==> src/rtl/tconv_pkg.sv <==
package tconv_pkg;
  typedef enum logic [1:0] {
    ST_BOOT = 2'd0,
    ST_CONV = 2'd1,
    ST_WAIT = 2'd2,
    ST_IDLE = 2'd3
  } seq_state_t;
endpackage

==> src/rtl/tconv_timer.sv <==
module tconv_timer #(
  parameter int UNIT_CYCLES = 5_000_000,
  parameter int RES_W       = 2
) (
  input  logic             clk,
  input  logic             rst,
  input  logic             load,
  input  logic [RES_W-1:0] res,
  output logic             expired
);
  localparam longint MAX_DUR = longint'(UNIT_CYCLES) << ((1 << RES_W) - 1);
  localparam int     CNT_W   = $clog2(MAX_DUR + 1);

  logic [CNT_W-1:0] cnt;

  // Duration doubles per resolution step; counter runs down to zero.
  always_ff @(posedge clk) begin
    if (rst) begin
      cnt <= '0;
    end else if (load) begin
      cnt <= (CNT_W'(UNIT_CYCLES) << res) - CNT_W'(1);
    end else if (cnt != '0) begin
      cnt <= cnt - CNT_W'(1);
    end
  end

  assign expired = (cnt == '0);

  // once run out, the counter stays at zero until the next start
  p_expire_hold_r2: assert property (@(posedge clk) disable iff (rst)
    expired && !load |=> expired);
endmodule

==> src/rtl/tconv_quant.sv <==
module tconv_quant #(
  parameter int DATA_W   = 16,
  parameter int RES_W    = 2,
  parameter int MIN_BITS = 9
) (
  input  logic              clk,
  input  logic              rst,
  input  logic              capture,
  input  logic [RES_W-1:0]  res,
  input  logic [DATA_W-1:0] raw,
  output logic [DATA_W-1:0] result,
  output logic              done
);
  localparam int MAX_EXTRA = (1 << RES_W) - 1;
  localparam int BASE_POS  = DATA_W - MIN_BITS;

  logic [DATA_W-1:0] keep;

  // Per-bit keep mask: always-kept top bits, always-zero bottom bits,
  // and a middle band selected by the resolution code.
  for (genvar i = 0; i < DATA_W; i++) begin : g_bit
    if (i >= BASE_POS) begin : g_top
      assign keep[i] = 1'b1;
    end else if (i < BASE_POS - MAX_EXTRA) begin : g_low
      assign keep[i] = 1'b0;
    end else begin : g_mid
      assign keep[i] = (int'(res) >= BASE_POS - i);
    end
  end

  always_ff @(posedge clk) begin
    if (rst) begin
      result <= '0;
      done   <= 1'b0;
    end else begin
      done <= capture;
      if (capture) begin
        result <= raw & keep;
      end
    end
  end

  // strobe lasts one cycle
  p_done_single_r4: assert property (@(posedge clk) disable iff (rst)
    done |=> !done);
  // result only moves together with the strobe
  p_result_hold_r4: assert property (@(posedge clk) disable iff (rst)
    !done |-> $stable(result));
  // nothing below the active resolution survives
  p_low_zero_r3: assert property (@(posedge clk) disable iff (rst)
    done |-> ((result & ~$past(keep)) == '0) && (result[3:0] == 4'h0));
endmodule

==> src/rtl/tconv_ctrl.sv <==
module tconv_ctrl
  import tconv_pkg::*;
#(
  parameter int RES_W = 2
) (
  input  logic             clk,
  input  logic             rst,
  input  logic [RES_W-1:0] cfg_res,
  input  logic             cfg_shutdown,
  input  logic             smp_valid,
  input  logic             tmr_expired,
  output logic             tmr_load,
  output logic [RES_W-1:0] res_q,
  output logic             smp_req,
  output logic             capture
);
  seq_state_t state;
  logic       start;

  assign capture = (state == ST_WAIT) && smp_valid;

  // A conversion begins after reset, when leaving shutdown, or directly
  // after a stored result while shutdown is low.
  always_comb begin
    start = 1'b0;
    case (state)
      ST_BOOT: start = 1'b1;
      ST_IDLE: start = !cfg_shutdown;
      ST_WAIT: start = capture && !cfg_shutdown;
      default: start = 1'b0;
    endcase
  end

  assign tmr_load = start;

  always_ff @(posedge clk) begin
    if (rst) begin
      state   <= ST_BOOT;
      res_q   <= '0;
      smp_req <= 1'b0;
    end else begin
      if (capture) begin
        smp_req <= 1'b0;
      end
      if (start) begin
        state <= ST_CONV;
        res_q <= cfg_res;
      end else begin
        case (state)
          ST_CONV: begin
            if (tmr_expired) begin
              state   <= ST_WAIT;
              smp_req <= 1'b1;
            end
          end
          ST_WAIT: begin
            if (capture) begin
              state <= ST_IDLE;
            end
          end
          default: state <= state;
        endcase
      end
    end
  end

  // request held until answered
  p_req_hold_r9: assert property (@(posedge clk) disable iff (rst)
    smp_req && !smp_valid |=> smp_req);
  // request withdrawn after the sample is taken
  p_req_drop_r9: assert property (@(posedge clk) disable iff (rst)
    smp_req && smp_valid |=> !smp_req);
  // stopped block stays quiet while shutdown holds
  p_idle_quiet_r5: assert property (@(posedge clk) disable iff (rst)
    (state == ST_IDLE) && cfg_shutdown |=> !smp_req && (state == ST_IDLE));
  // latched resolution frozen during a conversion
  p_res_frozen_r8: assert property (@(posedge clk) disable iff (rst)
    (state == ST_CONV) |=> $stable(res_q));
  // a request only follows a timed conversion
  p_req_after_conv_r2: assert property (@(posedge clk) disable iff (rst)
    $rose(smp_req) |-> $past(state) == ST_CONV);
endmodule

==> src/rtl/temp_conv_seq.sv <==
module temp_conv_seq #(
  parameter int UNIT_CYCLES = 5_000_000,
  parameter int DATA_W      = 16,
  parameter int RES_W       = 2,
  parameter int MIN_BITS    = 9
) (
  input  logic              clk,
  input  logic              rst,
  input  logic [RES_W-1:0]  cfg_res,
  input  logic              cfg_shutdown,
  output logic              smp_req,
  input  logic              smp_valid,
  input  logic [DATA_W-1:0] smp_data,
  output logic [DATA_W-1:0] result,
  output logic              done
);
  logic             tmr_load;
  logic             tmr_expired;
  logic             capture;
  logic [RES_W-1:0] res_q;

  tconv_ctrl #(.RES_W(RES_W)) u_ctrl (
    .clk          (clk),
    .rst          (rst),
    .cfg_res      (cfg_res),
    .cfg_shutdown (cfg_shutdown),
    .smp_valid    (smp_valid),
    .tmr_expired  (tmr_expired),
    .tmr_load     (tmr_load),
    .res_q        (res_q),
    .smp_req      (smp_req),
    .capture      (capture)
  );

  tconv_timer #(.UNIT_CYCLES(UNIT_CYCLES), .RES_W(RES_W)) u_timer (
    .clk     (clk),
    .rst     (rst),
    .load    (tmr_load),
    .res     (cfg_res),
    .expired (tmr_expired)
  );

  tconv_quant #(.DATA_W(DATA_W), .RES_W(RES_W), .MIN_BITS(MIN_BITS)) u_quant (
    .clk     (clk),
    .rst     (rst),
    .capture (capture),
    .res     (res_q),
    .raw     (smp_data),
    .result  (result),
    .done    (done)
  );

  // a conversion is always launched right after reset
  p_boot_start_r1: assert property (@(posedge clk)
    $fell(rst) |=> !smp_req && !done);
endmodule

==> config.mk <==
export PLATFORM = sky130hd
export DESIGN_NAME = temp_conv_seq
export DESIGN_NICKNAME = d
export VERILOG_FILES = /design/src/rtl/tconv_pkg.sv /design/src/rtl/tconv_timer.sv /design/src/rtl/tconv_quant.sv /design/src/rtl/tconv_ctrl.sv /design/src/rtl/temp_conv_seq.sv
export SDC_FILE = /design/constraint.sdc
export NUM_CORES = 1
export LEC_CHECK = 0
export ABC_AREA = 1
export ABC_CLOCK_PERIOD_IN_PS = 4850
export BUFFER_PORTS_ARGS = -buffer_cell sky130_fd_sc_hd__clkbuf_2
export CORE_ASPECT_RATIO = 1.1
export CORE_MARGIN = 10
export CORE_UTILIZATION = 54
export DETAILED_ROUTE_END_ITERATION = 10
export GPL_ROUTABILITY_DRIVEN = 1
export MAX_ROUTING_LAYER = met4
export PLACE_DENSITY = 0.81
export SYNTH_ARGS = -nofsm -noshare
export SYNTH_HDL_FRONTEND = slang
export SYNTH_SLANG_ARGS = --single-unit
==> constraint.sdc <==
create_clock -name clk -period 4.85 [get_ports clk]
set_input_delay 0 -clock clk [delete_from_list [all_inputs] [get_ports clk]]
set_output_delay 0 -clock clk [all_outputs]
set_load 0.02 [all_outputs]
Word-level counts from Yosys, hierarchy flattened
Cells that the tools add are included.
{"block": "op_classes", "order_cmp": 3, "n_addsub": 2, "n_eq_ne": 7, "n_mux": 11, "shift": 1, "bitwise": 1, "n_reduce_logical": 12}
{"operator": "$mux 26", "n": 2}
{"operator": "$logic_not 26->1", "n": 1}
{"operator": "$reduce_bool 26->1", "n": 1}
{"operator": "$shl 23x2->26 const A", "n": 1}
{"operator": "$sub 26x1->26 const B", "n": 1}
{"operator": "$sub 26x2->26 const B", "n": 1}
{"operator": "$and 16x16->16", "n": 1}
{"operator": "$reduce_and 3->1", "n": 2}
{"operator": "$mux 1", "n": 5}
{"operator": "$eq 2x2->1 const B", "n": 2}
{"operator": "$ge 2x2->1 const B", "n": 2}
{"operator": "$mux 2", "n": 2}
{"operator": "$pmux 2 s2", "n": 1}
{"operator": "$reduce_bool 2->1", "n": 2}
{"operator": "$ne 3x2->1 const B", "n": 1}
{"operator": "$ne 3x3->1 const B", "n": 1}
{"operator": "$pmux 1 s3", "n": 1}
{"operator": "$reduce_bool 3->1", "n": 1}
{"operator": "$eq 2x1->1 const B", "n": 1}
{"operator": "$ge 2x1->1 const B", "n": 1}
{"operator": "$logic_and 1x1->1", "n": 2}
{"operator": "$logic_not 2->1", "n": 1}
{"operator": "$ne 2x1->1 const B", "n": 1}
{"operator": "$ne 2x2->1 const B", "n": 1}
{"operator": "other kinds (2)", "n": 2}
{"block": "word_totals", "out_inout_bits": 18, "input_bits": 22, "word_cells": 44, "ff_bits": 48}

Depth between registers and ports, before layout
{"block": "depth", "ltp_word": 6, "ltp_mapped": 11, "depth_no_buf": 10}

Modules after synthesis
Synthesis repeated with hierarchy kept, for this count alone.
{"block": "unflattened", "cells_unflattened": 385, "hier_area_um2": 2617.5}
{"module": "tconv_timer", "cells_each": 286, "area_each_um2": 1884.3, "seq_area_each_um2": 520.5, "n_inst": 1}
{"module": "tconv_quant", "cells_each": 63, "area_each_um2": 500.5, "seq_area_each_um2": 260.2, "n_inst": 1}
{"module": "tconv_ctrl", "cells_each": 36, "area_each_um2": 232.7, "seq_area_each_um2": 100.1, "n_inst": 1}

Least setup slack after synthesis
Ideal clock, no wire load.
{"block": "synth_path", "path_kind": "flip-flop to flip-flop", "start": "register u_ctrl.state[0]", "end": "register u_ctrl.state[0]", "synth_period_minus_slack_ns": 1.584, "path_stages_with_launch": 11, "required_time_ns": 4.718, "arrival_time_ns": 1.452, "n_path_buf": 2, "setup_slack_ns": 3.266, "setup_time_ns": 0.132, "cell_sequence": "dfxtp_1 -> inv_1 -> ha_1 -> nand2_2 -> nand2_1 -> a31oi_4 -> buf_6 -> buf_8 -> o21ai_0 -> nand2_1 -> a21oi_1"}
{"block": "synth_between", "elab_chain_len": 6, "word_cells_on_any_way": 13, "cone_classes": "eq/ne: 5; mux: 3; reduce/logical: 5"}
{"item": "start, declared", "line_no": "tconv_ctrl.sv:17", "source": "seq_state_t state;"}
{"item": "start signal, assigned", "line_no": "tconv_ctrl.sv:61", "source": "default: state <= state;"}
{"item": "$eq 2x2->1", "line_no": "tconv_ctrl.sv:20, tconv_ctrl.sv:26, tconv_ctrl.sv:49"}
{"item": "$logic_and 1x1->1", "line_no": "tconv_ctrl.sv:20", "source": "assign capture = (state == ST_WAIT) && smp_valid;"}
{"item": "$logic_and 1x1->1", "line_no": "tconv_ctrl.sv:29", "source": "ST_WAIT: start = capture && !cfg_shutdown;"}
{"item": "$pmux 1 s3", "line_no": "tconv_ctrl.sv:26", "source": "case (state)"}
{"item": "$ne 3x2->1 (no source line) (tied with other cells)"}
{"item": "$reduce_and 3->1 (no source line)"}
Several ways; a longest one is shown, not always the timed one.
A chain may end at the register's enable or synchronous reset.

Final worst setup path
{"block": "layout_path", "start": "register u_ctrl.state[0]", "end": "register u_timer.cnt[8]"}
{"block": "layout_between", "elab_chain_len": 5, "word_cells_on_any_way": 8, "cone_classes": "eq/ne: 2; mux: 2; reduce/logical: 4"}
{"item": "$eq 2x2->1", "line_no": "tconv_ctrl.sv:20, tconv_ctrl.sv:26"}
{"item": "$logic_and 1x1->1", "line_no": "tconv_ctrl.sv:20"}
{"item": "$logic_and 1x1->1", "line_no": "tconv_ctrl.sv:29"}
{"item": "$pmux 1 s3 *", "line_no": "tconv_ctrl.sv:26"}
{"item": "$mux 26 or $reduce_bool 2->1 (tied branches)"}
{"item": "end signal, assigned", "line_no": "tconv_timer.sv:21", "source": "cnt <= (CNT_W'(UNIT_CYCLES) << res) - CNT_W'(1);"}
{"item": "end signal, assigned", "line_no": "tconv_timer.sv:23", "source": "cnt <= cnt - CNT_W'(1);"}
{"item": "end, declared", "line_no": "tconv_timer.sv:14", "source": "logic [CNT_W-1:0] cnt;"}
Mark *: on every way between the ends. The rest lies on a longest branch, timed or not.

==> run_results.csv <==
group,metric,value,unit
status,status,"finished, final reports clean",
grt,antenna_found_initial,0,
pwr,p_sw_frac,0.441,
clock_tree,clock_tree.root_cell,"sky130_fd_sc_hd__clkbuf_8",
logic_synthesis,synth-seq-area-share,0.325,
logic_synthesis,async_flop_share,0,
die,core_area,4750,um^2
route,routed_wire_length_per_instance,13.6,um
worst_setup_path,path_common_cell,"sky130_fd_sc_hd__nand2_1",
worst_setup_path,type_of_element_capturing_the_critical_path,"flip-flop",
route,detail_route.wirelength,6580,um
sta,final_hold_viol_count,0,
grt,largest_net_degree_at_the_start_of_global_routing,31,
logic_synthesis,synth-seq-cells,44,
worst_setup_path,slowest_stage_delay_on_critical_path,0.74,ns
sta,slew-limit-headroom,0.388,
pwr,pwr-share-clk,0.206,
pwr,switchingPower,0.000651,W
min_path,timing.hold.worst.start,"smp_valid",
pwr,peakVddDrop,0.000351,V
logic_synthesis,synth_edf_count,0,
sta,tns,0,ns
clock_tree,clock_latency,0.31,ns
sta,layout_setup_ws,2.16,ns
logic_synthesis,synth.cell_area,2710,um^2
layout,post_route_cells_drive_above_1_share,0.180,
sta,setup_viol,0,
sta,hold_ws,0.0592,ns
layout,layout.cells.most_common,"sky130_fd_sc_hd__nand2_1",
grt,grt_pass1_vias,2567,
clock_tree,clkSlewWorstSetupHoldPaths,0.09,ns
sta,worst-slew-pin-transition,0.918,ns
die,fp.dieH,94.3,um
logic_synthesis,prevailing_post_synth_register_cell,"sky130_fd_sc_hd__dfxtp_1",
die,die_width,87.5,um
logic_synthesis,yosys_warnings,0,
placed_design,pre_cts_ws,2.18,ns
worst_setup_path,cp_data_required_time,5.03,ns
route,postRouteAntennaNets,0,
flow_run,maxCapViolations,0,
logic_synthesis,netlist-cell-type-count,35,
worst_setup_path,crit_path_top_delay_cell,"sky130_fd_sc_hd__a31oi_4",
die,pin_count,40,
logic_synthesis,post_synthesis_cell_count,389,
placed_design,final_gp_congestion,0.903,
pwr,internal_power,0.000824,W
worst_setup_path,path_buf_inv,2,
clock_tree,tritoncts.num_buffers,5,
worst_setup_path,worstSetupStartpointType,"flip-flop",
logic_synthesis,synth.avg_cell_area,6.96,um^2
grt,gr-usage-all-layers,0.176,
pwr,combPwrFrac,0.438,
worst_setup_path,path_max_fanout,30,
worst_setup_path,crit_path_start,"u_ctrl.state[0]",
clock_tree,cts_setup_buffers,0,
sta,final.period_utilization,0.555,
clock_tree,cts.path.max_buffers,2,
layout,fin_cells,484,
die,initial_core_util,0.570,
clock_tree,clock_tree_from_tritoncts,"yes",
worst_setup_path,regToRegStartpoint,"u_ctrl.state[0]",
pwr,static-leakage-power,1.42,nW
pwr,sequential_share_of_power,0.355,
die,die-area,8250,um^2
route,detailedRoute.firstPassIterationCount,4,
worst_setup_path,cpLargestDelayFamily,"compound AO/OA/AOI/OAI gates",
sta,final-max-slew-violation-count,0,
sta,max_clock_freq,0.372,GHz
placed_design,placedCellCount,464,
sta,minimum_period_implied_by_the_final_worst_setup_slack,2.69,ns
layout,fillers,401,
layout,n_antenna_cell,0,
layout,synthToLayoutAreaGrowth,13.5,%
placed_design,detailed_place_hpwl,4580,um
route,vias,2530,
min_path,timing.hold.worst.class,"in -> reg",
grt,grt_first_pass_wirelength,11500,um
layout,highest_count_cells_in_the_layout_ignoring_fill_and_taps,"77 x sky130_fd_sc_hd__nand2_1, 74 x sky130_fd_sc_hd__nor2_1, 44 x sky130_fd_sc_hd__dfxtp_1",
route,detail_route.vias_per_cell,5.23,
layout,nets,460,
worst_setup_path,critPathArrivalTime,2.87,ns
sta,worst_clock_skew,0.00471,ns
sta,rsz0062_at_grt,"no",
die,rows,26,
worst_setup_path,worstSetupPathType,"reg -> reg",
clock_tree,htree_levels,2,
clock_tree,cts_sinks,44,
pwr,power.density_cell_area,480,nW/um^2
grt,grt_overflow,0,
route,drcViolationCount,0,
route,initialDrtViolationCount,179,
placed_design,buffers_added_on_ports,31,
worst_setup_path,crit_path_cell_trace,"inv_1 -> ha_1 -> nand2_2 -> nand2_1 -> a31oi_4 -> inv_2 -> nand2_1 -> o21ai_1 -> nand2_1 -> nor2_1",
-- state kept, by name, indices dropped and copies added (netlist names) --
name            flops
u_ctrl.smp_req      1
u_quant.result     12
u_timer.cnt        26
u_ctrl.res_q        2
u_quant.done        1
u_ctrl.state        2
-- through the flow --
| step | total power, W | utilization | area [um^2] |
|---|---|---|---|
| final | 0.00147 | 0.647 | 3070 |
| after global routing | 0.00160 | 0.647 | 3070 |
| after CTS | 0.00147 | 0.647 | 3070 |
| after detailed placement | 0.00116 | 0.596 | 2830 |
| after global placement | 0.00114 | 0.596 | 2830 |
| after floorplan | 0.00108 | - | 2720 |
-- final cells by class --
| class | count | area (um^2) | area share |
|---|---|---|---|
| Clock buffer | 6 | 82.6 | 0.0269 |
| Tap cell | 56 | 70.1 | 0.0228 |
| Timing Repair Buffer | 43 | 275 | 0.0896 |
| Clock inverter | 2 | 38.8 | 0.0126 |
| Multi-Input combinational cell | 294 | 1570 | 0.512 |
| Inverter | 39 | 151 | 0.0493 |
| Sequential cell | 44 | 881 | 0.287 |
-- logic make-up (layout without fill, tap and decap cells) --
kind of cell	after synthesis	after routing	share of synthesized area
buf+inv	54	90	0.0975
simple gates	219	219	0.381
xor+xnor	11	11	0.0356
fa+ha+maj	11	11	0.0509
flops	44	44	0.325
compound gates	49	49	0.108
other cells	1	4	0.00139
-- cell usage after synthesis (3+ instances only) --
cell type / number / area, um^2
sky130_fd_sc_hd__nand3_1: 25 / 125
sky130_fd_sc_hd__clkbuf_1: 6 / 22.5
sky130_fd_sc_hd__nand4_1: 7 / 43.8
sky130_fd_sc_hd__buf_6: 4 / 45.0
sky130_fd_sc_hd__o21ai_1: 3 / 15.0
sky130_fd_sc_hd__nand2_1: 77 / 289
sky130_fd_sc_hd__nor2_4: 10 / 113
sky130_fd_sc_hd__buf_4: 4 / 30.0
sky130_fd_sc_hd__nor2_1: 74 / 278
sky130_fd_sc_hd__o21ai_0: 18 / 90.1
sky130_fd_sc_hd__xnor2_1: 9 / 78.8
sky130_fd_sc_hd__ha_1: 11 / 138
sky130_fd_sc_hd__inv_1: 37 / 139
sky130_fd_sc_hd__a21oi_1: 20 / 100
sky130_fd_sc_hd__nor2_2: 9 / 56.3
sky130_fd_sc_hd__dfxtp_1: 44 / 881
sky130_fd_sc_hd__nand2_2: 10 / 62.6
-- power groups by stage --
stage	clock, W	sequential (W)	combinational (W)
after floorplan	0	0.000522	0.000557
after CTS	0.000305	0.000522	0.000643
final	0.000304	0.000524	0.000646
after global placement	0	0.000527	0.000615
after detailed placement	0	0.000530	0.000629
after global routing	0.000318	0.000537	0.000743
-- metal layers --
metal  vias to the layer above  global-route usage  wire [um]
met1                      1158               0.194       2830
met5                         -                   -          0
met4                         0              0.0612        115
met3                        12              0.0477        436
met2                        62               0.295       3190
li1                       1298                   -          -
-- worst reg2reg max path: cells and delay by family (launching register included) --
kind	cells	cell delay, ns
AO/OA/AOI/OAI	2	0.83
adder cells (fa/ha/maj)	1	0.22
buffers and inverters	2	0.42
flip-flops	1	0.42
AND/OR/NAND/NOR	5	0.69
-- worst paths after layout --
path	cells past startpoint	slack (ns)	end
worst max-delay path	10	2.16	u_timer.cnt[8]
worst min-delay path	5	0.06	u_ctrl.state[1]
worst max register to register	10	2.16	u_timer.cnt[8]
worst min register to register	2	0.47	u_timer.cnt[0]
-- repair_timing --
item	CTS	global route
setup endpoints to repair	0	0
endpoints found under the hold margin	12	0
resized for setup	0	0
hold buffers	12	0
Note: power is estimated with default switching activity, not from simulation.
